[src/rtl/can_fc_pkg.sv]
package can_fc_pkg;

    localparam int CNT_W = 8;

    typedef logic [CNT_W-1:0] cnt_t;

    typedef enum logic [1:0] {
        FC_ACTIVE  = 2'd0,
        FC_PASSIVE = 2'd1,
        FC_BUSOFF  = 2'd2
    } fc_state_e;

    typedef struct packed {
        logic tx_ok;
        logic rx_ok;
        logic tx_err;
        logic rx_err;
    } fc_events_t;

    typedef struct packed {
        cnt_t tec;
        cnt_t rec;
    } fc_counts_t;

    function automatic cnt_t dec_floor(cnt_t v);
        return (v == '0) ? v : v - cnt_t'(1);
    endfunction

    function automatic cnt_t inc_sat(cnt_t v);
        return (v == '1) ? v : v + cnt_t'(1);
    endfunction

endpackage

[src/rtl/fc_counters.sv]
module fc_counters
    import can_fc_pkg::*;
#(
    parameter int TX_ERR_INC = 8
) (
    input  logic       clk,
    input  logic       rst,
    input  fc_events_t ev,
    input  logic       bus_off,
    input  logic       clr,
    input  logic       wr_en,
    input  fc_counts_t wr_val,
    output fc_counts_t counts,
    output logic       tx_overflow
);

    logic [CNT_W:0] tec_sum;

    assign tec_sum     = {1'b0, counts.tec} + (CNT_W+1)'(TX_ERR_INC);
    assign tx_overflow = !bus_off && !clr && !wr_en && ev.tx_err && tec_sum[CNT_W];

    always_ff @(posedge clk) begin
        if (rst) begin
            counts <= '0;
        end else if (clr) begin
            counts <= '0;
        end else if (wr_en) begin
            counts <= wr_val;
        end else if (!bus_off) begin
            if (ev.tx_err)
                counts.tec <= tec_sum[CNT_W] ? '1 : tec_sum[CNT_W-1:0];
            else if (ev.tx_ok)
                counts.tec <= dec_floor(counts.tec);
            if (ev.rx_err)
                counts.rec <= inc_sat(counts.rec);
            else if (ev.rx_ok)
                counts.rec <= dec_floor(counts.rec);
        end
    end

    AST_TX_STEP: assert property (@(posedge clk) disable iff (rst)
        (!clr && !wr_en && !bus_off && ev.tx_err && !tec_sum[CNT_W])
        |=> counts.tec == $past(counts.tec) + cnt_t'(TX_ERR_INC));

    AST_RX_SAT: assert property (@(posedge clk) disable iff (rst)
        (!clr && !wr_en && counts.rec == '1 && ev.rx_err)
        |=> counts.rec == '1);

    AST_BUSOFF_FROZEN: assert property (@(posedge clk) disable iff (rst)
        (bus_off && !clr && !wr_en) |=> $stable(counts));

endmodule

[src/rtl/fc_state.sv]
module fc_state
    import can_fc_pkg::*;
#(
    parameter int PASSIVE_LIMIT = 127,
    parameter int RECOV_CNT     = 128
) (
    input  logic       clk,
    input  logic       rst,
    input  fc_counts_t counts,
    input  logic       tx_overflow,
    input  logic       recessive_11,
    output fc_state_e  state,
    output logic       recov_done
);

    localparam int RC_W = $clog2(RECOV_CNT + 1);

    logic            bus_off_q;
    logic [RC_W-1:0] rc_q;

    assign recov_done = bus_off_q && recessive_11 && (rc_q == RC_W'(RECOV_CNT - 1));

    always_ff @(posedge clk) begin
        if (rst) begin
            bus_off_q <= 1'b0;
            rc_q      <= '0;
        end else if (tx_overflow) begin
            bus_off_q <= 1'b1;
            rc_q      <= '0;
        end else if (recov_done) begin
            bus_off_q <= 1'b0;
            rc_q      <= '0;
        end else if (bus_off_q && recessive_11) begin
            rc_q <= rc_q + RC_W'(1);
        end
    end

    always_comb begin
        if (bus_off_q)
            state = FC_BUSOFF;
        else if (counts.tec > cnt_t'(PASSIVE_LIMIT) || counts.rec > cnt_t'(PASSIVE_LIMIT))
            state = FC_PASSIVE;
        else
            state = FC_ACTIVE;
    end

    AST_BUSOFF_ENTRY: assert property (@(posedge clk) disable iff (rst)
        tx_overflow |=> state == FC_BUSOFF);

    AST_IDLE_IGNORED: assert property (@(posedge clk) disable iff (rst)
        (!bus_off_q && !tx_overflow) |=> rc_q == '0);

endmodule

[src/rtl/fc_suspend.sv]
module fc_suspend
    import can_fc_pkg::*;
#(
    parameter int SUSP_BITS = 8
) (
    input  logic      clk,
    input  logic      rst,
    input  fc_state_e state,
    input  logic      tx_done,
    input  logic      bit_tick,
    output logic      suspend_req
);

    localparam int SW = $clog2(SUSP_BITS + 1);

    logic [SW-1:0] left_q;

    always_ff @(posedge clk) begin
        if (rst || state == FC_BUSOFF)
            left_q <= '0;
        else if (tx_done && state == FC_PASSIVE)
            left_q <= SW'(SUSP_BITS);
        else if (bit_tick && left_q != '0)
            left_q <= left_q - SW'(1);
    end

    assign suspend_req = (left_q != '0);

    AST_SUSP_ORIGIN: assert property (@(posedge clk) disable iff (rst)
        $rose(suspend_req) |-> $past(tx_done && state == FC_PASSIVE));

    AST_SUSP_HOLD: assert property (@(posedge clk) disable iff (rst)
        (suspend_req && !bit_tick && !tx_done && state != FC_BUSOFF) |=> suspend_req);

endmodule

[src/rtl/can_fault_conf.sv]
module can_fault_conf
    import can_fc_pkg::*;
#(
    parameter int TX_ERR_INC    = 8,
    parameter int PASSIVE_LIMIT = 127,
    parameter int RECOV_CNT     = 128,
    parameter int SUSP_BITS     = 8
) (
    input  logic        clk,
    input  logic        rst,
    input  logic        ev_tx_ok,
    input  logic        ev_rx_ok,
    input  logic        ev_tx_err,
    input  logic        ev_rx_err,
    input  logic        recessive_11,
    input  logic        tx_done,
    input  logic        bit_tick,
    input  logic        freeze,
    input  logic        cpu_we,
    input  logic [15:0] cpu_wdata,
    output logic [15:0] cpu_rdata,
    output logic [1:0]  node_state,
    output logic        flag_passive,
    output logic        suspend_req,
    output logic        bus_isolate
);

    fc_events_t ev;
    fc_counts_t counts;
    fc_counts_t wr_val;
    fc_state_e  state;
    logic       tx_overflow;
    logic       recov_done;
    logic       wr_en;

    assign ev     = '{tx_ok: ev_tx_ok, rx_ok: ev_rx_ok, tx_err: ev_tx_err, rx_err: ev_rx_err};
    assign wr_en  = cpu_we && freeze;
    assign wr_val = '{tec: cpu_wdata[15:8], rec: cpu_wdata[7:0]};

    fc_counters #(.TX_ERR_INC(TX_ERR_INC)) u_counters (
        .clk         (clk),
        .rst         (rst),
        .ev          (ev),
        .bus_off     (state == FC_BUSOFF),
        .clr         (recov_done),
        .wr_en       (wr_en),
        .wr_val      (wr_val),
        .counts      (counts),
        .tx_overflow (tx_overflow)
    );

    fc_state #(.PASSIVE_LIMIT(PASSIVE_LIMIT), .RECOV_CNT(RECOV_CNT)) u_state (
        .clk          (clk),
        .rst          (rst),
        .counts       (counts),
        .tx_overflow  (tx_overflow),
        .recessive_11 (recessive_11),
        .state        (state),
        .recov_done   (recov_done)
    );

    fc_suspend #(.SUSP_BITS(SUSP_BITS)) u_suspend (
        .clk         (clk),
        .rst         (rst),
        .state       (state),
        .tx_done     (tx_done),
        .bit_tick    (bit_tick),
        .suspend_req (suspend_req)
    );

    assign cpu_rdata    = {counts.tec, counts.rec};
    assign node_state   = state;
    assign flag_passive = (state == FC_PASSIVE);
    assign bus_isolate  = (state == FC_BUSOFF);

    AST_WRITE_LOCKED: assert property (@(posedge clk) disable iff (rst)
        (cpu_we && !freeze && !bus_isolate && !ev_tx_ok && !ev_rx_ok && !ev_tx_err && !ev_rx_err)
        |=> $stable(cpu_rdata));

    AST_WRITE_TAKES: assert property (@(posedge clk) disable iff (rst)
        (cpu_we && freeze && !recov_done) |=> cpu_rdata == $past(cpu_wdata));

    AST_RECOVER_CLEAR: assert property (@(posedge clk) disable iff (rst)
        $fell(bus_isolate) |-> (cpu_rdata == 16'h0000 && node_state == 2'd0));

    AST_ISOLATED_NO_SUSPEND: assert property (@(posedge clk) disable iff (rst)
        $past(bus_isolate) |-> !suspend_req);

endmodule

[config.mk]
export PLATFORM = sky130hd
export DESIGN_NAME = can_fault_conf
export DESIGN_NICKNAME = d
export VERILOG_FILES = /design/src/rtl/can_fc_pkg.sv /design/src/rtl/fc_counters.sv /design/src/rtl/fc_state.sv /design/src/rtl/fc_suspend.sv /design/src/rtl/can_fault_conf.sv
export SDC_FILE = /design/constraint.sdc
export NUM_CORES = 1
export LEC_CHECK = 0
export ABC_AREA = 1
export BUFFER_PORTS_ARGS = -buffer_cell sky130_fd_sc_hd__buf_2
export CORE_MARGIN = 2
export CORE_UTILIZATION = 56
export CTS_CLUSTER_SIZE = 8
export DETAILED_ROUTE_END_ITERATION = 8
export MAX_ROUTING_LAYER = met4
export PLACE_DENSITY_LB_ADDON = 0.12
export SYNTH_ARGS = -nofsm -noshare
export SYNTH_HDL_FRONTEND = slang
export SYNTH_HIERARCHICAL = 1
export SYNTH_SLANG_ARGS = --single-unit
[constraint.sdc]
create_clock -name clk -period 2.15 [get_ports clk]
set_clock_uncertainty 0.05 [all_clocks]
set_input_delay 0.215 -clock clk [delete_from_list [all_inputs] [get_ports clk]]
set_output_delay 0.215 -clock clk [all_outputs]
set_load 0.1 [all_outputs]
## Word level (Yosys, flattened, before mapping)

Cells that the tools add are included.
W data, S select, Z words.

- $lt $le $gt $ge: 2
- Muxes and demuxes: 16
- Eq/ne operators: 8
- Add/sub/neg operators: 6
- Reductions and logical operators: 26

Operators with widths:

| kind | number |
|---|---|
| $mux W8 | 8 |
| $mux W16 | 2 |
| $add A8 B1 Y8 const B | 2 |
| $gt A8 B7 Y1 const B | 2 |
| $logic_not A8 Y1 | 2 |
| $sub A8 B1 Y8 const B | 2 |
| $add A8 B4 Y9 const B | 1 |
| $logic_and A1 B1 Y1 | 9 |
| $ne A3 B2 Y1 const B | 3 |
| $eq A8 B7 Y1 const B | 1 |
| $eq A8 B8 Y1 const B | 1 |
| $mux W4 | 2 |
| $reduce_bool A3 Y1 | 2 |
| $reduce_and A4 Y1 | 1 |
| $reduce_bool A2 Y1 | 2 |
| $reduce_bool A4 Y1 | 1 |
| $reduce_or A2 Y1 | 2 |
| $sub A4 B1 Y4 const B | 1 |
| $logic_not A1 Y1 | 3 |
| $mux W1 | 3 |
| $reduce_and A3 Y1 | 1 |
| $reduce_or A3 Y1 | 1 |
| $eq A2 B1 Y1 const B | 1 |
| $eq A2 B2 Y1 const B | 1 |
| 3 further kinds | 4 |

- Output and inout port bits: 21
- Logic and storage cells: 64
- Register bits: 29

## Longest topological paths before layout

Gate-level depths: netlist of the first run.

- Word-level depth: 11
- Gate-level depth with buffers: 12
- Gate-level depth less buffers: 12

## Cells and area by module

Netlist of the first run, hierarchy kept.

By module, submodules not included:

| module | times used | area an instance (um^2) | cells each |
|---|---|---|---|
| fc_counters | 1 | 1696.6 | 285 |
| fc_state | 1 | 494.2 | 67 |
| fc_suspend | 1 | 247.7 | 37 |
| can_fault_conf | 1 | 22.5 | 6 |

## Worst setup path before layout of the first run

OpenSTA, ideal clock, no wires.

- Kind: flip-flop to flip-flop
- Start: register u_counters/counts[15] (netlist name)
- End: register u_counters/counts[6] (netlist name)
- Buffers on the path: 1
- Stages on the path, launching flop included: 13
- Library setup time: 0.118 ns
- Required time: 1.982 ns
- Path slack: -2.457 ns
- Arrival time: 4.439 ns
- Cell sequence: dfxtp_1 nor2_1 nor2_1 nor2_1 inv_1 nor2_1 a21oi_2 nand3_2 buf_6 nand2_1 nand2_1 nor2_1 nor2_1

- Cells in the longest elaborated chain, start to end: 7

Ends and longest elaborated chain:

| element | RTL line | text |
|---|---|---|
| $gt A8 B7 Y1 | fc_state.sv:41 | `else if (counts.tec > cnt_t'(PASSIVE_LIMIT) \|\| counts.rec > cnt_t'(PASSIVE_LIMIT))` |
| $logic_or A1 B1 Y1 | fc_state.sv:41 |  |
| $mux W1 | fc_state.sv:41 |  |
| $mux W2 | fc_state.sv:39 | `if (bus_off_q)` |
| net node_state[0] | can_fault_conf.sv:22 | `output logic [1:0] node_state,` |
| $eq A2 B2 Y1 | n/a |  |
| net bus_isolate | can_fault_conf.sv:25 | `output logic bus_isolate` |
| $ne A2 B2 Y1 (no source line) | n/a |  |
| $reduce_and A4 Y1 (no source line) | n/a |  |

The timed path passes the listed nets, and every way through them passes these cells.
A chain may end at the register's enable or synchronous reset.

## Worst setup path in the final report of the first run

- Start: register u_state.bus_off_q
- End: output port bus_isolate

- Cells in the longest elaborated chain, start to end: 2

Ends and longest elaborated chain:

| element | RTL line | text |
|---|---|---|
| start, declared | fc_state.sv:18 | `logic bus_off_q;` |
| start signal, assigned | fc_state.sv:25 | `bus_off_q <= 1'b0;` |
| start signal, assigned | fc_state.sv:28 | `bus_off_q <= 1'b1;` |
| start signal, assigned | fc_state.sv:31 | `bus_off_q <= 1'b0;` |
| $mux W2 | fc_state.sv:39 |  |
| $eq A2 B2 Y1 | can_fault_conf.sv:74 | `assign bus_isolate = (state == FC_BUSOFF);` |
| end, declared | can_fault_conf.sv:25 |  |

No other way between the ends.

==> results of run 1 <==
[registers in the layout (all words and copies together), names as in the netlist]
signal / flops
u_suspend/left_q: 4
u_state/bus_off_q: 1
u_counters/counts: 16
u_state/rc_q: 8
[final cells by class]
class                      instances  area [um^2]
inverter                          56        211.5
sequential                        29        591.8
multi-input combinational        302         1639
fill                             415         1444
tap                               52        65.06
timing repair buffer              50        257.7
clock buffer                       5        68.82
clock inverter                     3        16.27
[power breakdown]
part,switching (mW),leakage (nW),internal [mW]
registers,0.104,0.240,0.611
clock network,0.227,0.0482,0.224
logic,0.988,1.19,0.340
[stage by stage]
step	setup slack, ns	utilization, %	setup TNS [ns]
after detailed placement	0.3246	64.39	0
after global placement	0.3365	64.39	0
after global routing	0.1569	66.38	0
final	0.2687	66.38	0
after floorplan	-0.2143	-	-2.073
after CTS	0.2488	66.38	0
[worst paths after layout]
path | start | end | depth (start not counted)
setup / recovery | u_state/bus_off_q | bus_isolate | 3
hold / removal | rst | u_state/bus_off_q | 2
setup reg to reg | u_state/bus_off_q | u_counters/counts[4] | 9
hold reg to reg | u_suspend/left_q[0] | u_suspend/left_q[0] | 2
[cells in the mapped netlist, types with 2 or more instances]
cell | n | area (um^2)
xor2_1 | 3 | 26.28
dfxtp_1 | 29 | 580.6
nor2_1 | 57 | 214.0
ha_1 | 12 | 150.1
buf_2 | 2 | 10.01
xnor2_1 | 4 | 35.03
nand2_1 | 109 | 409.1
nand3_1 | 30 | 150.1
a21oi_2 | 5 | 43.79
nand3_4 | 2 | 35.03
a21oi_1 | 23 | 115.1
nand3_2 | 4 | 40.04
o21ai_0 | 13 | 65.06
inv_1 | 52 | 195.2
nor2_4 | 2 | 22.52
nand2_2 | 5 | 31.28
nand3b_1 | 2 | 15.01
nor2_2 | 8 | 50.05
buf_6 | 3 | 33.78
nand4_1 | 8 | 50.05
inv_2 | 2 | 7.510
nand2_4 | 3 | 33.78
buf_4 | 2 | 15.01
[worst max-delay path, stage by stage (launching register included)]
cell and delay [ns]:
dfxtp_1 0.58, inv_1 0.13, nor2_4 0.17, buf_2 0.45
[per-layer routing]
layer	share of wire [%]	up-vias
met5	0	-
met4	1.9	0
met3	6.6	13
met2	46	104
met1	45	1156
li1	-	1354
[cells by family (layout without fill, tap and decap cells)]
logic type / Yosys count / after routing / share of synthesized area, %
AO/OA/AOI/OAI: 47 / 47 / 11.13
XOR/XNOR: 7 / 7 / 2.491
adder cells (fa/ha/maj): 13 / 13 / 6.914
buffers and inverters: 64 / 114 / 11.13
flip-flops: 29 / 29 / 23.59
AND/OR/NAND/NOR: 235 / 235 / 44.74
==> results.md, run 1 <==
- Placed instance area: 2765 um^2
- Port Buf Inserts: 47
- Number of inserted diodes: 0
- Total power density per cell area: 875.3 nW/um^2
- Sum of net half-perimeters after detailed placement: 4421 um
- Worst setup EP type: primary output
- Total core area: 4294 um^2
- Deepest level of the CTS H-tree: 2
- Die X: 70.30 um
- CTS buffer count: 5
- Syn_area_per_cell: 6.231 um^2
- Synth warnings: 6
- Met1 Usage GRT: 31.32%
- Unrepaired setup endpoints after global routing: false
- Layout cell share with drive strength beyond 1: 23.60%
- Final cell area excluding filler cells: 2850 um^2
- Global routing usage on met3: 4.185%
- Reg2Reg Setup Slack: 0.33 ns
- Worst hold slack: 0.1131 ns
- Number of register bits inferred by synthesis: 29
- Vias in the first global route: 2245
- Number of enable-type register cells in the synthesized netlist: 0
- Met2 capacity usage during global routing: 40.36%
- Critical setup path kind: register to primary output
- Final antenna-violating net count: 0
- Maximum number of pins on one net before global-route repair: 14
- Total wire length: 5799 um
- Final cell count without fillers: 497
- Layer with the highest usage after global routing: met2
- Post-CTS Setup Repair Bufs: 0
- Count of final hold-check violations: 0
- Number of nets in the synthesized netlist: 435
- Number of optimization iterations in the first detailed-route pass: 5
- Die Span Y: 70.30 um
- Post-CTS Resized: 0
- Average wire per cell in the routed design: 11.67 um
- CP max FO: 7
- Aggregate global routing overflow: 0
- Most common cell after layout, fill and taps aside: nand2_1
- Residual DRC count: 0
- Area of the die: 4941 um^2
- Maximum vdd ir drop: 502.4 uV
- Element type at the critical path start: register
- Global router's overall resource usage: 24.61%
- Top flip-flop cell by instance count after synthesis: dfxtp_1
- Maximum buffer depth of the clock tree: 2
- Upper clock frequency limit: 531.6 MHz
- Slew @ Worst Pin: 0.4884 ns
- Count of final max-slew check failures: 0
- Growth of design area from synthesis to finish: 15.81%
- Arr. time, crit path: 1.62 ns
- Net count, final: 484
- Global-route wire length before repair: 9735 um
- Leading cell types in the layout, fill and taps excluded: nand2_1 (109), nor2_1 (52), inv_1 (51)
- Share of synthesized flip-flops with an asynchronous set or reset: 0%
- Number of hold buffers added after CTS: 0
- Number of top-level pins: 48
- Routed vias: 2627
- Cell row count: 24
- Number of distinct standard cells referenced by the synthesized netlist: 38
- Max transition margin: 67.66%
- Total leakage power: 1.476 nW
- Status: finished, final reports clean
- Post-synthesis sequential area ratio: 23.59%
- Post-layout total power: 2.495 mW
- Gate count after technology mapping: 395
- Number of antenna violations at the first check in global routing: 0
- Final critical-path share of the clock period: 87.50%
- Post-detailed-route via-to-cell ratio: 5.286
- # placed instances: 489
- Endpoints failing setup: 0
- Class of the most critical hold timing path: input port to register
- Final weighted congestion in routability-driven placement: 0.8839
- CTS Root Cell: clkbuf_8
- DRC marker count from the first detailed-route iteration: 161
- Area of the mapped netlist: 2461 um^2
- Effective utilization at floorplan: 57.31%
- Clock tree from TritonCTS: yes
- Clock input transition at the sequential cells of the worst setup and hold paths: 0.07 ns
- Critical Path RT: 1.88 ns
- Max capacitance violation total: 0
- Clock Sink Count: 29
- Time the final worst path needs with I/O delays and setup: 1.881 ns
- Clock latency at the later pin of the worst-skew pair: 0.28 ns
(Power assumes the default switching activity.)
==> run 2, diff against run 1 <==
BUFFER_PORTS_ARGS = -buffer_cell sky130_fd_sc_hd__buf_4   (was -buffer_cell sky130_fd_sc_hd__buf_2)
==> results.md, run 2 (same netlist as run 1, synthesis figures left out) <==
- Status: finished, final reports clean
- Aggregate global routing overflow: 0 (unchanged)
- Clock tree from TritonCTS: yes
- Clock latency at the later pin of the worst-skew pair: 0.28 ns (about the same)
- Count of final hold-check violations: 0 (unchanged)
- CTS Root Cell: clkbuf_8
- Die X: 70.30 um (unchanged)
- Net count, final: 484 (unchanged)
- Worst hold slack: 0.07991 ns (-0.03316 ns)
- Endpoints failing setup: 0 (unchanged)
- Layout cell share with drive strength beyond 1: 23.60% (unchanged)
- Vias in the first global route: 2380 (+6.0%)
- Share of total power in the clock network: 19.1% (+1.0 points)
- Slew @ Worst Pin: 0.6177 ns (+0.1293 ns)
- Critical Path RT: 2.33 ns (+0.45 ns)
- Max transition margin: 58.77% (-8.9 points)
- Maximum vdd ir drop: 542.5 uV (+8.0%)
- Class of the most critical hold timing path: input port to register
- Unrepaired setup endpoints after global routing: false
- Number of inserted diodes: 0 (unchanged)
- # fillers: 395 (-4.8%)
- Number of hold buffers added after CTS: 0 (unchanged)
- Maximum number of pins on one net before global-route repair: 19 (+5)
- Total wire length: 5810 um (+0.19%)
- Slowest CP cell: dfxtp_1
- Maximum buffer depth of the clock tree: 2 (unchanged)
- Total core area: 4294 um^2 (unchanged)
- Post-CTS Setup Repair Bufs: 0 (unchanged)
- Post-placement setup slack: 0.2327 ns (-0.09189 ns)
- Time the final worst path needs with I/O delays and setup: 1.805 ns (-0.07600 ns)
- Effective utilization at floorplan: 57.31% (unchanged)
- Final weighted congestion in routability-driven placement: 0.8764 (-0.85%)
- Sum of net half-perimeters after detailed placement: 4511 um (+2.0%)
- Count of final max-slew check failures: 0 (unchanged)
- Element type at the critical path start: register
- Routed vias: 2602 (-0.95%)
- Number of antenna violations at the first check in global routing: 0 (unchanged)
- Average wire per cell in the routed design: 11.69 um (+0.19%)
- Clock Sink Count: 29 (unchanged)
- Post-detailed-route via-to-cell ratio: 5.235 (-0.95%)
- Growth of design area from synthesis to finish: 21.25%
- DRC marker count from the first detailed-route iteration: 170 (+5.6%)
- Die Span Y: 70.30 um (unchanged)
- Part of the power in registers: 27.6% (-1.1 points)
- Max reg flops: 16 (unchanged)
- Endpoint of the worst-slack reg-to-reg timing path: u_counters/counts[13]
- Reg2Reg Setup Slack: 0.34 ns (about the same)
- Area of the die: 4941 um^2 (unchanged)
- CP max FO: 10 (+3)
- Final critical-path share of the clock period: 83.97% (-3.5 points)
- Worst Reg2Reg Path Length in Cells: 9 (unchanged)
- Arr. time, crit path: 1.98 ns (+0.36 ns)
- Final worst-path setup slack: 0.3447 ns (+0.07600 ns)
- Residual DRC count: 0 (unchanged)
- Launch point of the worst hold path: rst
- Max capacitance violation total: 0 (unchanged)
- Switching power: 1.305 mW (-1.1%)
- Global router's overall resource usage: 25.04% (+0.42 points)
- Most common cell after layout, fill and taps aside: nand2_1
- Upper clock frequency limit: 553.9 MHz (+4.2%)
- Sw frac: 50.18% (-2.7 points)
- Internal power component: 1.295 mW (+10%)
- Number of cells traversed by the worst hold path: 2 (unchanged)
- CTS buffer count: 5 (unchanged)
- Combinational power share: 53.2% (about the same)
- Port Buf Inserts: 47 (unchanged)
- Post-layout total power: 2.600 mW (+4.2%)
- Global-route wire length before repair: 9998 um (+2.7%)
- Number of top-level pins: 48 (unchanged)
- Cell row count: 24 (unchanged)
- Number of optimization iterations in the first detailed-route pass: 4 (-1)
- Largest registers: u_counters/counts: 16 flops, u_state/rc_q: 8 flops, u_suspend/left_q: 4 flops
- Leading cell types in the layout, fill and taps excluded: nand2_1 (109), nor2_1 (52), inv_1 (51)
- Destination of the worst hold path: u_state/bus_off_q
- Final antenna-violating net count: 0 (unchanged)
- Slowest Stage Delay on Critical Path: 0.33 ns (-0.25 ns)
- Worst R2R Start: u_state/rc_q[0]
- Worst path cell trace: ha_1 -> nand3_1 -> nor2_4 -> nand2_2 -> inv_1 -> nor2_2 -> clkinv_1 -> a21oi_1 -> o21a_1
- Total power density per cell area: 871.2 nW/um^2 (-0.47%)
- Worst setup EP type: register
- Register name with the most flops: u_counters/counts
- Critical setup path kind: register to register
- Total leakage power: 1.511 nW (+2.3%)
- Clock input transition at the sequential cells of the worst setup and hold paths: 0.07 ns (about the same)
- Post-CTS Resized: 0 (unchanged)
- Deepest level of the CTS H-tree: 2 (unchanged)
==> run 2: changes by cell type in the layout (fill, tap and decap cells not counted) <==
cell      change
buf_2        -47
inv_4         -1
clkbuf_8      +2
clkinv_2      -1
buf_4        +47
==> run 2: metal layers <==
layer  GRT usage, %  up-vias  routed length (um)
met1          31.41     1158                2584
met5              -        -                   0
met4          6.410        0                  67
li1               -     1344                   -
met2          41.09       91                2812
met3          5.195        9                 346
==> run 2: cell type report <==
type	count	area [um^2]	share of cell area (%)
clock inverters	1	5.005	0.1677
flip-flops and latches	29	591.8	19.83
multi-input cells	302	1639	54.93
inverters	56	211.5	7.086
repair buffers	50	375.4	12.58
well taps	52	65.06	2.180
clock buffers	7	96.34	3.229
==> run 2: power groups by stage <==
stage	Clock [mW]	Combinational, mW	Sequential, mW
after floorplan	0	0.797	1.04
after detailed placement	0	1.38	0.728
after global routing	0.530	1.51	0.729
final	0.498	1.38	0.719
after CTS	0.504	1.38	0.718
after global placement	0	1.36	0.728
==> run 2: stage by stage <==
step | cells | TNS [ns] | instance area (um^2) | utilization, %
after floorplan | 395 | -2.073 | 2505 | -
after global placement | 489 | 0 | 2883 | 67.13
after detailed placement | 489 | 0 | 2883 | 67.13
after CTS | 497 | 0 | 2984 | 69.49
after global routing | 497 | 0 | 2984 | 69.49
final | 497 | 0 | 2984 | 69.49
==> run 2: critical path, delay by kind of cell (launching register included) <==
kind	cells	cell delay, ns
fa+ha+maj	1	0.23
compound gates	2	0.35
simple gates	4	0.43
buf+inv	2	0.37
flops	1	0.33
==> run 2: worst max path at each step <==
stage | end | slack, ns | start | depth (start not counted)
final | u_counters/counts[13] | 0.34 | u_state/rc_q[0] | 9
after global routing | u_counters/counts[4] | 0.12 | u_state/bus_off_q | 9
after CTS | u_counters/counts[13] | 0.34 | u_state/rc_q[0] | 9
after detailed placement | u_counters/counts[3] | 0.23 | cpu_we | 9
after global placement | u_counters/counts[1] | 0.30 | cpu_we | 9
after floorplan | u_counters/counts[6] | -0.21 | u_counters/counts[7] | 12
==> run 3, diff against run 2 <==
ABC_AREA = 0   (was 1)
CORE_UTILIZATION = 54   (was 56)
clock period = 1.9 ns   (was 2.15 ns; I/O delays follow)
==> results.md, run 3 <==
- Total power density per cell area: 920.6 nW/um^2 (+5.7%)
- CTS Root Cell: clkbuf_8
- Clock tree from TritonCTS: yes
- CTS buffer count: 5 (unchanged)
- Area of the die: 4245 um^2 (-14%)
- Die Span Y: 65.16 um (-7.3%)
- Critical setup path kind: register to register
- Met1 Usage GRT: 35.39% (+4.0 points)
- Most common cell after layout, fill and taps aside: buf_4
- Leading cell types in the layout, fill and taps excluded: buf_4 (83), a21oi_1 (20), o21ai_0 (19)
- Number of inserted diodes: 0 (unchanged)
- Routed vias: 2392 (-8.1%)
- Ranking of synthesized cells by instance count: a21oi_1 (31), dfxtp_1 (29), o21ai_0 (20)
- Max capacitance violation total: 0 (unchanged)
- Met2 capacity usage during global routing: 50.64% (+9.6 points)
- Placed instance area: 2735 um^2 (-5.1%)
- Post-synthesis simple-gate area fraction: 24.47% (-20 points)
- Number of nets in the synthesized netlist: 296 (-32%)
- CP max FO: 4 (-6)
- Final worst-path setup slack: -0.1266 ns (-0.4713 ns)
- Status: finished with violations
- Class of the most critical hold timing path: input port to register
- Number of optimization iterations in the first detailed-route pass: 5 (+1)
- Multiplexer share of the synthesized area: 1.983% (+2.0 points)
- Vias in the first global route: 2187 (-8.1%)
- Die X: 65.16 um (-7.3%)
- Arithmetic-cell share of the synthesized area counting full adders, half adders and majority gates: 8.426% (+1.5 points)
- Total core area: 3633 um^2 (-15%)
- Deepest level of the CTS H-tree: 2 (unchanged)
- Max reg flops: 16 (unchanged)
- Slew @ Worst Pin: 0.4059 ns (-0.2118 ns)
- Total wire length: 6418 um (+10%)
- Time the final worst path needs with I/O delays and setup: 2.027 ns (+0.2213 ns)
- Worst hold slack: 0.08275 ns (+0.002841 ns)
- Cell row count: 22 (-8.3%)
- Post-placement setup slack: -0.07604 ns (-0.3087 ns)
- Layer with the highest usage after global routing: met2
- Maximum buffer depth of the clock tree: 2 (unchanged)
- Top flip-flop cell by instance count after synthesis: dfxtp_1
- Count of final hold-check violations: 0 (unchanged)
- Port Buf Inserts: 47 (unchanged)
- Residual DRC count: 0 (unchanged)
- Number of hold buffers added after CTS: 0 (unchanged)
- Total leakage power: 1.300 nW (-14%)
- Final antenna-violating net count: 0 (unchanged)
- Number of antenna violations at the first check in global routing: 0 (unchanged)
- Compound-cell area share of the yosys netlist: 27.63% (+16 points)
- Most area-hungry cell type in the Yosys netlist: dfxtp_1
- Unrepaired setup endpoints after global routing: true
- Post-detailed-route via-to-cell ratio: 6.087 (+16%)
- Clock Sink Count: 29 (unchanged)
- Number of register bits inferred by synthesis: 29 (unchanged)
- Net count, final: 384 (-21%)
- Endpoints failing setup: 10 (+10)
- Effective utilization at floorplan: 55.58% (-1.7 points)
- Worst setup EP type: register
- Layout cell share with drive strength beyond 1: 44.35% (+21 points)
- Final cell area excluding filler cells: 3018 um^2 (+1.1%)
- Number of top-level pins: 48 (unchanged)
- Maximum vdd ir drop: 677.6 uV (+25%)
- Most numerous cell in the Yosys netlist: a21oi_1
- Global-route wire length before repair: 9666 um (-3.3%)
- Gate count after technology mapping: 256 (-35%)
- Number of distinct standard cells referenced by the synthesized netlist: 56 (+47%)
- Sum of net half-perimeters after detailed placement: 4158 um (-7.8%)
- XOR/XNOR Fraction of Synth Area: 3.470% (+0.98 points)
- Growth of design area from synthesis to finish: 49.44%
- Synth warnings: 6 (unchanged)
- Syn_area_per_cell: 7.888 um^2 (+27%)
- Clock latency at the later pin of the worst-skew pair: 0.29 ns (about the same)
- Arr. time, crit path: 2.13 ns (+0.15 ns)
- Final critical-path share of the clock period: 106.7% (+23 points)
- Register name with the most flops: u_counters/counts
- Global router's overall resource usage: 29.72% (+4.7 points)
- Maximum number of pins on one net before global-route repair: 18 (-1)
- Area of the mapped netlist: 2019 um^2 (-18%)
- Violated checks: negative setup slack
- Count of final max-slew check failures: 0 (unchanged)
- Synth area leaders: dfxtp_1 (29%), a21oi_1 (7.7%), ha_1 (7.4%), o21ai_0 (5.0%), nand3_1 (4.2%)
- Upper clock frequency limit: 493.4 MHz (-11%)
- Largest registers: u_counters/counts: 16 flops, u_state/rc_q: 8 flops, u_suspend/left_q: 4 flops
- Number of enable-type register cells in the synthesized netlist: 0 (unchanged)
- Post-synth top area share: 28.75% (+5.2 points)
- Global routing usage on met3: 6.336% (+1.1 points)
- Setup Total Neg Slack: -0.5319 ns (-0.5319 ns)
- Clock input transition at the sequential cells of the worst setup and hold paths: 0.06 ns (about the same)
- Aggregate global routing overflow: 0 (unchanged)
- Critical Path RT: 2.00 ns (-0.33 ns)
- Final weighted congestion in routability-driven placement: 0.9257 (+5.6%)
- Element type at the critical path start: register
- Post-synthesis sequential area ratio: 28.75% (+5.2 points)
- Combinational family with the most area after synthesis: compound AO/OA/AOI/OAI gates
- Share of synthesized flip-flops with an asynchronous set or reset: 0% (unchanged)
- DRC marker count from the first detailed-route iteration: 205 (+21%)
- Max transition margin: 72.60% (+14 points)
- Average wire per cell in the routed design: 16.33 um (+40%)
-- run 3: area by class of cell --
cell class | instances | area, um^2
multi-input combinational | 201 | 1481
tap | 48 | 60.06
inverter | 18 | 67.56
clock inverter | 1 | 5.005
fill | 225 | 615.6
timing repair buffer | 89 | 690.7
sequential | 29 | 616.8
clock buffer | 7 | 96.34
-- run 3: cells by family after synthesis --
logic type,count (synthesis)
simple gates,89
compound gates,87
flops,29
buf+inv,26
fa+ha+maj,13
xor+xnor,8
mux,4
-- run 3: power by group --
| group | leakage [nW] | switching [mW] | total (mW) | internal (mW) |
|---|---|---|---|---|
| clock network | 0.0542 | 0.249 | 0.576 | 0.327 |
| registers | 0.245 | 0.0679 | 0.748 | 0.680 |
| logic | 1.00 | 0.940 | 1.45 | 0.514 |
-- run 3: what timing repair did --
| action | CTS | global route |
|---|---|---|
| endpoints found under the hold margin | 0 | 0 |
| setup endpoints to repair | 10 | 18 |
| resized for setup | 4 | 29 |
| pin swaps | 1 | 14 |
| setup buffers | 2 | 6 |
-- run 3: stage by stage --
step | cells | power [mW] | utilization, %
2_1_floorplan | 256 | 1.726 | -
3_3_place_gp | 377 | 2.046 | 75.28
3_5_place_dp | 377 | 2.065 | 75.28
4_1_cts | 387 | 2.659 | 78.89
5_1_grt | 393 | 2.904 | 83.06
6_report | 393 | 2.778 | 83.06
-- run 3: critical path, cell delays in order, from the launching register on --
cell,delay (ns)
dfxtp_4,0.34
or4_4,0.56
o41ai_4,0.21
buf_4,0.20
a21o_4,0.16
a21oi_2,0.04
mux2i_1,0.22
a21oi_1,0.11
-- run 3: layer usage --
metal  vias up  wire length [um]
li1       1125                 -
met1      1137              2590
met2       121              3253
met3         9               521
met4         0                53
met5         -                 0
-- run 3: final timing paths --
| kind | from | end | slack, ns | depth (start not counted) |
|---|---|---|---|---|
| max | u_counters/counts[10] | u_counters/counts[11] | -0.13 | 7 |
| min | cpu_wdata[1] | u_counters/counts[1] | 0.08 | 2 |
| max reg2reg | u_counters/counts[10] | u_counters/counts[11] | -0.13 | 7 |
| min reg2reg | u_suspend/left_q[2] | u_suspend/left_q[2] | 0.43 | 2 |
